--- src/rtl/pcm_slave_pkg.sv ---
package pcm_slave_pkg;
  localparam int unsigned BYTE_W = 8;
  typedef logic [BYTE_W-1:0] byte_t;

  typedef enum logic [1:0] {SLOT_B1, SLOT_B2, SLOT_IDLE} slot_e;

  function automatic slot_e slot_of(input int unsigned idx);
    if (idx < BYTE_W)        return SLOT_B1;
    else if (idx < 2*BYTE_W) return SLOT_B2;
    else                     return SLOT_IDLE;
  endfunction
endpackage

--- src/rtl/pcm_bclk_gen.sv ---
module pcm_bclk_gen #(
  parameter int unsigned DIV_W = 8
) (
  input  logic             clk_i,
  input  logic             rst_ni,
  input  logic [DIV_W-1:0] div_i,
  output logic             bclk_o,
  output logic             rise_o,
  output logic             fall_o
);
  logic [DIV_W-1:0] half_q;
  logic             bclk_q;
  logic             tick;

  assign tick   = (half_q >= div_i);
  assign rise_o = tick & ~bclk_q;
  assign fall_o = tick & bclk_q;
  assign bclk_o = bclk_q;

  always_ff @(posedge clk_i or negedge rst_ni) begin
    if (!rst_ni) begin
      half_q <= '0;
      bclk_q <= 1'b0;
    end else if (tick) begin
      half_q <= '0;
      bclk_q <= ~bclk_q;
    end else begin
      half_q <= half_q + 1'b1;
    end
  end
endmodule

--- src/rtl/pcm_frame_seq.sv ---
module pcm_frame_seq
  import pcm_slave_pkg::*;
#(
  parameter int unsigned FRAME_BITS = 32,
  parameter int unsigned CNT_W      = $clog2(FRAME_BITS)
) (
  input  logic             clk_i,
  input  logic             rst_ni,
  input  logic             rise_i,
  output logic [CNT_W-1:0] bit_q_o,
  output logic [CNT_W-1:0] bit_nxt_o,
  output logic             sof_o,
  output logic             tone_sel_o,
  output logic             en1_o,
  output logic             en2_o
);
  localparam logic [CNT_W-1:0] LAST = CNT_W'(FRAME_BITS - 1);

  logic [CNT_W-1:0] bit_q;
  logic [CNT_W-1:0] bit_nxt;
  logic [3:0]       frm_q;
  logic             en1_q, en2_q;

  assign bit_nxt    = (bit_q == LAST) ? '0 : bit_q + 1'b1;
  assign sof_o      = rise_i && (bit_nxt == '0);
  assign bit_q_o    = bit_q;
  assign bit_nxt_o  = bit_nxt;
  assign tone_sel_o = frm_q[3];
  assign en1_o      = en1_q;
  assign en2_o      = en2_q;

  always_ff @(posedge clk_i or negedge rst_ni) begin
    if (!rst_ni) begin
      bit_q <= LAST;
      frm_q <= 4'hF;
      en1_q <= 1'b0;
      en2_q <= 1'b0;
    end else if (rise_i) begin
      bit_q <= bit_nxt;
      en1_q <= (slot_of(32'(bit_nxt)) == SLOT_B1);
      en2_q <= (slot_of(32'(bit_nxt)) == SLOT_B2);
      if (bit_nxt == '0) frm_q <= frm_q + 1'b1;
    end
  end
endmodule

--- src/rtl/pcm_serdes.sv ---
module pcm_serdes
  import pcm_slave_pkg::*;
#(
  parameter int unsigned CNT_W  = 5,
  parameter byte_t       TONE_A = 8'h2A,
  parameter byte_t       TONE_B = 8'hAA
) (
  input  logic             clk_i,
  input  logic             rst_ni,
  input  logic             rise_i,
  input  logic             fall_i,
  input  logic [CNT_W-1:0] bit_q_i,
  input  logic [CNT_W-1:0] bit_nxt_i,
  input  logic             tone_sel_i,
  input  logic             tone_i,
  input  logic             rx_i,
  input  byte_t            tx1_i,
  input  byte_t            tx2_i,
  output logic             tx_o,
  output byte_t [1:0]      rx_o
);
  byte_t hold1_q, hold2_q, sh_q;
  logic  tx_q;
  byte_t tone_code;
  byte_t rx_word;

  assign tone_code = tone_sel_i ? TONE_B : TONE_A;
  assign rx_word   = {sh_q[BYTE_W-2:0], rx_i};
  assign tx_o      = tx_q;

  always_ff @(posedge clk_i or negedge rst_ni) begin
    if (!rst_ni) begin
      tx_q    <= 1'b0;
      hold1_q <= '0;
      hold2_q <= '0;
    end else if (rise_i) begin
      unique case (slot_of(32'(bit_nxt_i)))
        SLOT_B1: begin
          if (bit_nxt_i == '0) begin
            tx_q    <= tx1_i[BYTE_W-1];
            hold1_q <= tx1_i;
            hold2_q <= tx2_i;
          end else begin
            tx_q <= hold1_q[3'd7 - bit_nxt_i[2:0]];
          end
        end
        SLOT_B2: tx_q <= hold2_q[3'd7 - bit_nxt_i[2:0]];
        default: tx_q <= 1'b0;
      endcase
    end
  end

  always_ff @(posedge clk_i or negedge rst_ni) begin
    if (!rst_ni)                                           sh_q <= '0;
    else if (fall_i && slot_of(32'(bit_q_i)) != SLOT_IDLE) sh_q <= rx_word;
  end

  for (genvar ch = 0; ch < 2; ch++) begin : g_rx
    localparam logic [CNT_W-1:0] END_BIT = CNT_W'(BYTE_W*ch + BYTE_W - 1);
    always_ff @(posedge clk_i or negedge rst_ni) begin
      if (!rst_ni)                           rx_o[ch] <= '0;
      else if (fall_i && bit_q_i == END_BIT) rx_o[ch] <= tone_i ? tone_code : rx_word;
    end
  end
endmodule

--- src/rtl/pcm_burst_timer.sv ---
module pcm_burst_timer #(
  parameter int unsigned TIMEOUT = 600,
  parameter int unsigned TW      = $clog2(TIMEOUT + 1)
) (
  input  logic clk_i,
  input  logic rst_ni,
  input  logic good_i,
  output logic expired_o
);
  localparam logic [TW-1:0] LIMIT = TW'(TIMEOUT);
  logic [TW-1:0] cnt_q;

  assign expired_o = (cnt_q >= LIMIT);

  always_ff @(posedge clk_i or negedge rst_ni) begin
    if (!rst_ni)            cnt_q <= '0;
    else if (good_i)        cnt_q <= '0;
    else if (cnt_q < LIMIT) cnt_q <= cnt_q + 1'b1;
  end
endmodule

--- src/rtl/pcm_slave_timer.sv ---
module pcm_slave_timer
  import pcm_slave_pkg::*;
#(
  parameter int unsigned FRAME_BITS = 32,
  parameter int unsigned DIV_W      = 8,
  parameter int unsigned TIMEOUT    = 600,
  parameter byte_t       TONE_A     = 8'h2A,
  parameter byte_t       TONE_B     = 8'hAA
) (
  input  logic             clk_i,
  input  logic             rst_ni,
  input  logic [DIV_W-1:0] div_i,
  input  logic             good_burst_i,
  input  logic             tone_i,
  input  logic             rx_i,
  input  logic [7:0]       tx1_i,
  input  logic [7:0]       tx2_i,
  output logic             bclk_o,
  output logic             en1_o,
  output logic             en2_o,
  output logic             tx_o,
  output logic [7:0]       rx1_o,
  output logic [7:0]       rx2_o,
  output logic             lost_o
);
  localparam int unsigned CNT_W = $clog2(FRAME_BITS);

  logic             rise, fall, sof, tone_sel, expired, lost_q;
  logic [CNT_W-1:0] bit_q, bit_nxt;
  byte_t [1:0]      rx_b;

  pcm_bclk_gen #(.DIV_W(DIV_W)) u_bclk (
    .clk_i, .rst_ni, .div_i,
    .bclk_o, .rise_o(rise), .fall_o(fall)
  );

  pcm_frame_seq #(.FRAME_BITS(FRAME_BITS), .CNT_W(CNT_W)) u_seq (
    .clk_i, .rst_ni, .rise_i(rise),
    .bit_q_o(bit_q), .bit_nxt_o(bit_nxt), .sof_o(sof),
    .tone_sel_o(tone_sel), .en1_o, .en2_o
  );

  pcm_serdes #(.CNT_W(CNT_W), .TONE_A(TONE_A), .TONE_B(TONE_B)) u_sd (
    .clk_i, .rst_ni, .rise_i(rise), .fall_i(fall),
    .bit_q_i(bit_q), .bit_nxt_i(bit_nxt), .tone_sel_i(tone_sel),
    .tone_i, .rx_i, .tx1_i, .tx2_i, .tx_o, .rx_o(rx_b)
  );

  pcm_burst_timer #(.TIMEOUT(TIMEOUT)) u_bt (
    .clk_i, .rst_ni, .good_i(good_burst_i), .expired_o(expired)
  );

  // status sampled only at frame start
  always_ff @(posedge clk_i or negedge rst_ni) begin
    if (!rst_ni)  lost_q <= 1'b0;
    else if (sof) lost_q <= expired;
  end

  assign lost_o = lost_q;
  assign rx1_o  = rx_b[0];
  assign rx2_o  = rx_b[1];
endmodule

--- config.mk ---
export PLATFORM = sky130hd
export DESIGN_NAME = pcm_slave_timer
export DESIGN_NICKNAME = d
export VERILOG_FILES = /design/src/rtl/pcm_slave_pkg.sv /design/src/rtl/pcm_bclk_gen.sv /design/src/rtl/pcm_frame_seq.sv /design/src/rtl/pcm_serdes.sv /design/src/rtl/pcm_burst_timer.sv /design/src/rtl/pcm_slave_timer.sv
export SDC_FILE = /design/constraint.sdc
export NUM_CORES = 1
export LEC_CHECK = 0
export BUFFER_PORTS_ARGS = -buffer_cell sky130_fd_sc_hd__buf_2
export CORE_ASPECT_RATIO = 1.75
export CORE_MARGIN = 2
export CORE_UTILIZATION = 51
export CTS_CLUSTER_SIZE = 12
export DETAILED_ROUTE_END_ITERATION = 7
export GPL_TIMING_DRIVEN = 0
export PLACE_DENSITY_LB_ADDON = 0.05
export SLEW_MARGIN = 20
export SYNTH_ARGS = -nofsm -noshare
export SYNTH_HDL_FRONTEND = slang
export SYNTH_SLANG_ARGS = --single-unit
--- constraint.sdc ---
create_clock -name clk_i -period 2.55 [get_ports clk_i]
set_clock_uncertainty 0.05 [all_clocks]
set_input_delay 0.51 -clock clk_i [delete_from_list [all_inputs] [get_ports clk_i]]
set_output_delay 0.51 -clock clk_i [all_outputs]
set_load 0.02 [all_outputs]
==> qor.txt <==
Outcome -> complete, no violations
Fmax -> 413 MHz
Hold WC Path Type -> primary input to async pin
Synth unique cells -> 43
Slew Limit Fails -> 0
First-pass DRT Iterations -> 4
Routability cong. -> 0.734
Largest cells by area after synthesis -> dfrtp_1, mux2_2, dfstp_2, ha_1, nor2_1
CP Data Required Time -> 2710 ps
IO Count -> 50
CTS Buf Count -> 9
Slowest Stage Delay on Critical Path -> 420 ps
Hold buffer count at cts -> 0
Clock transition at path regs -> 50 ps
Net Count, Synth -> 336
Async SR Flop Fraction -> 1.00
EDFF count, synth -> 0
DP Wirelength -> 4600 µm
Reg2Reg Depth -> 10
Slew Limit Headroom -> 0.622
Gr usage total -> 0.188
Drt initial violations -> 102
Finished Layout Cells -> 446
Top-count cell post-synth -> dfrtp_1
Vias in the first global route -> 2350
Leak -> 0.00212 µW
Routed wire per std cell -> 14.1 µm
Crit path to -> u_sd.rx_o[4]
Ys flop type -> dfrtp_1
Die width -> 66.0 µm
First-pass GRT wire length -> 10500 µm
Worst setup EP type -> flop
Clk sinks -> 70
Crit path arrival time -> 2580 ps
Layout cells sized above 1 -> 0.357
Routed Antenna Nets -> 0
CORE AREA -> 6540 µm²
Min cycle time layout -> 2420 ps
Antenna violations before repair -> 0
CTS tree -> done
# diodes -> 0
Power per Cell Area -> 989 nW/µm²
Placed cell count -> 423
Full die area -> 7420 µm²
Final hold violations -> 0
Slew at the pin with the worst max-slew slack -> 565 ps
Register area share after synthesis -> 0.514
Clk Latency, worst-skew pair -> 330 ps
Worst R2R Setup Slack -> 130 ps
Root buf cell -> clkbuf_16
Port bufs -> 48
Largest fanout on the critical path -> 10
Unrepaired setup endpoints after global routing -> no
Synth Warn # -> 0
Synth area leader -> dfrtp_1
CP max-delay cell -> dfrtp_2
Peak VDD IR -> 543 µV
CP Cell Sequence -> inv_1 > ha_1 > nand2b_1 > a2111o_1 > a31o_2 > buf_8 > nand2_2 > or4_1 > buf_6 > mux2_4
Initial Util -> 0.524
Largest net degree at the start of global routing -> 52
Max_cap viols -> 0
Fillers -> 570
Final setup fails -> 0
Reg2reg end -> u_sd.rx_o[4]
H-tree depth -> 3
RR Startpoint -> u_bclk.half_q[0]
Post-synthesis instance total -> 292
Period utilisation layout -> 0.949
Share of the synthesized area in the top cell type -> 0.445
Area delta synth->final -> 23.2%
Die H -> 112 µm
Cell area after synthesis -> 3430 µm²
Vias/cell -> 5.19
Flops & latches, synth -> 70
Startpoint types -> flop
CP Class -> flop to flop
Largest buffer count on any clock path -> 2
Syn avg cell area -> 11.7 µm²
DR vias -> 2316
Crit. Startpoint -> u_bclk.half_q[0]
Total Wirelength -> 6290 µm
Global route total overflow -> 0
Final core utilization -> 0.646
DRC errors left -> 0
Synth top cells by count -> dfrtp_1, nor2_1, mux2_2
Row count -> 39
Nets -> 403
-- repair_timing --
| item | 4_1_cts | 5_1_grt |
|---|---|---|
| endpoints found under the setup margin | 30 | 31 |
| buffers inserted | 0 | 6 |
| gates resized for setup | 5 | 14 |
| pin swaps | 1 | 5 |
| gates cloned | 0 | 1 |
-- per-layer routing --
metal  track usage  wire length [µm]  vias to the layer above
met2         0.341              3530                       32
met1         0.198              2430                     1137
met4        0.0980               164                        0
li1              -                 -                     1137
met5             0                 0                        -
met3        0.0381               159                       10
-- how the worst min path moves through the flow --
stage / end / slack [ps] / start
after floorplan: lost_o / 160 / rst_ni
after global placement: u_sd.rx_o[11] / 410 / u_sd.rx_o[11]
after detailed placement: u_sd.rx_o[9] / 360 / rst_ni
after CTS: u_sd.rx_o[9] / 10 / rst_ni
after global routing: u_sd.rx_o[9] / 30 / rst_ni
final: u_sd.rx_o[1] / 9 / rst_ni
-- cells in the final DEF (no fill, tap or decap), types with 9 or more instances in the layout --
master,count
dfrtp_1,59
nand2_1,15
xor2_1,11
buf_2,49
clkbuf_16,9
mux2_2,22
ha_1,12
nor2_1,25
inv_1,19
mux2i_1,9
dfstp_2,9
-- where the power goes --
part | switching (µW) | internal, µW | leakage, µW
registers | 250 | 1450 | 0.000892
logic | 630 | 613 | 0.00108
clock network | 425 | 811 | 0.000144
-- worst max-delay path, delay by kind of cell (launching register included) --
family,cells,cell delay (ps)
adders and majority gates,1,210
buffers and inverters,3,350
muxes,1,300
DFF,1,420
and+or+nand+nor,3,310
AOI/OAI and AO/OA,2,640
-- registers in the layout, indices dropped and copies added, names as in the netlist --
signal,flops
u_sd.sh_q,7
u_seq.en2_o,1
u_seq.en1_o,1
lost_o,1
u_sd.hold2_q,8
u_bclk.bclk_o,1
u_sd.hold1_q,7
u_seq.frm_q,4
u_bclk.half_q,8
u_sd.tx_o,1
u_bt.cnt_q,10
u_sd.rx_o,16
u_seq.bit_q_o,5
-- through the flow --
step	worst slack (ps)	setup TNS [ps]	total power, µW	area, µm²	hold WS [ps]
after floorplan	4.20	0	2540	3430	164
after global placement	-316	-6680	2840	3770	406
after detailed placement	-326	-6980	2890	3800	364
after CTS	10.9	0	4160	4110	11.6
after global routing	11.5	0	4460	4220	28.2
final	130	0	4180	4220	9.24
-- kinds of logic (layout without fill, tap and decap cells) --
| logic type | count (synthesis) | in the layout | synth area share |
|---|---|---|---|
| compound gates | 32 | 32 | 0.0649 |
| xor+xnor | 20 | 20 | 0.0565 |
| fa+ha+maj | 15 | 15 | 0.0547 |
| buf+inv | 30 | 102 | 0.0445 |
| flops | 70 | 70 | 0.514 |
| mux | 43 | 43 | 0.143 |
| simple gates | 82 | 82 | 0.122 |
-- area by class of cell --
cell class | instances | area, µm² | share of cell area
tap | 82 | 103 | 0.0243
sequential | 70 | 1770 | 0.418
inverter | 19 | 71.3 | 0.0169
clock inverter | 1 | 30.0 | 0.00711
clock buffer | 15 | 268 | 0.0634
buffer | 11 | 96.3 | 0.0228
multi-input combinational | 192 | 1570 | 0.371
timing repair buffer | 56 | 323 | 0.0764
No activity file was read; power rests on OpenSTA's default activity.
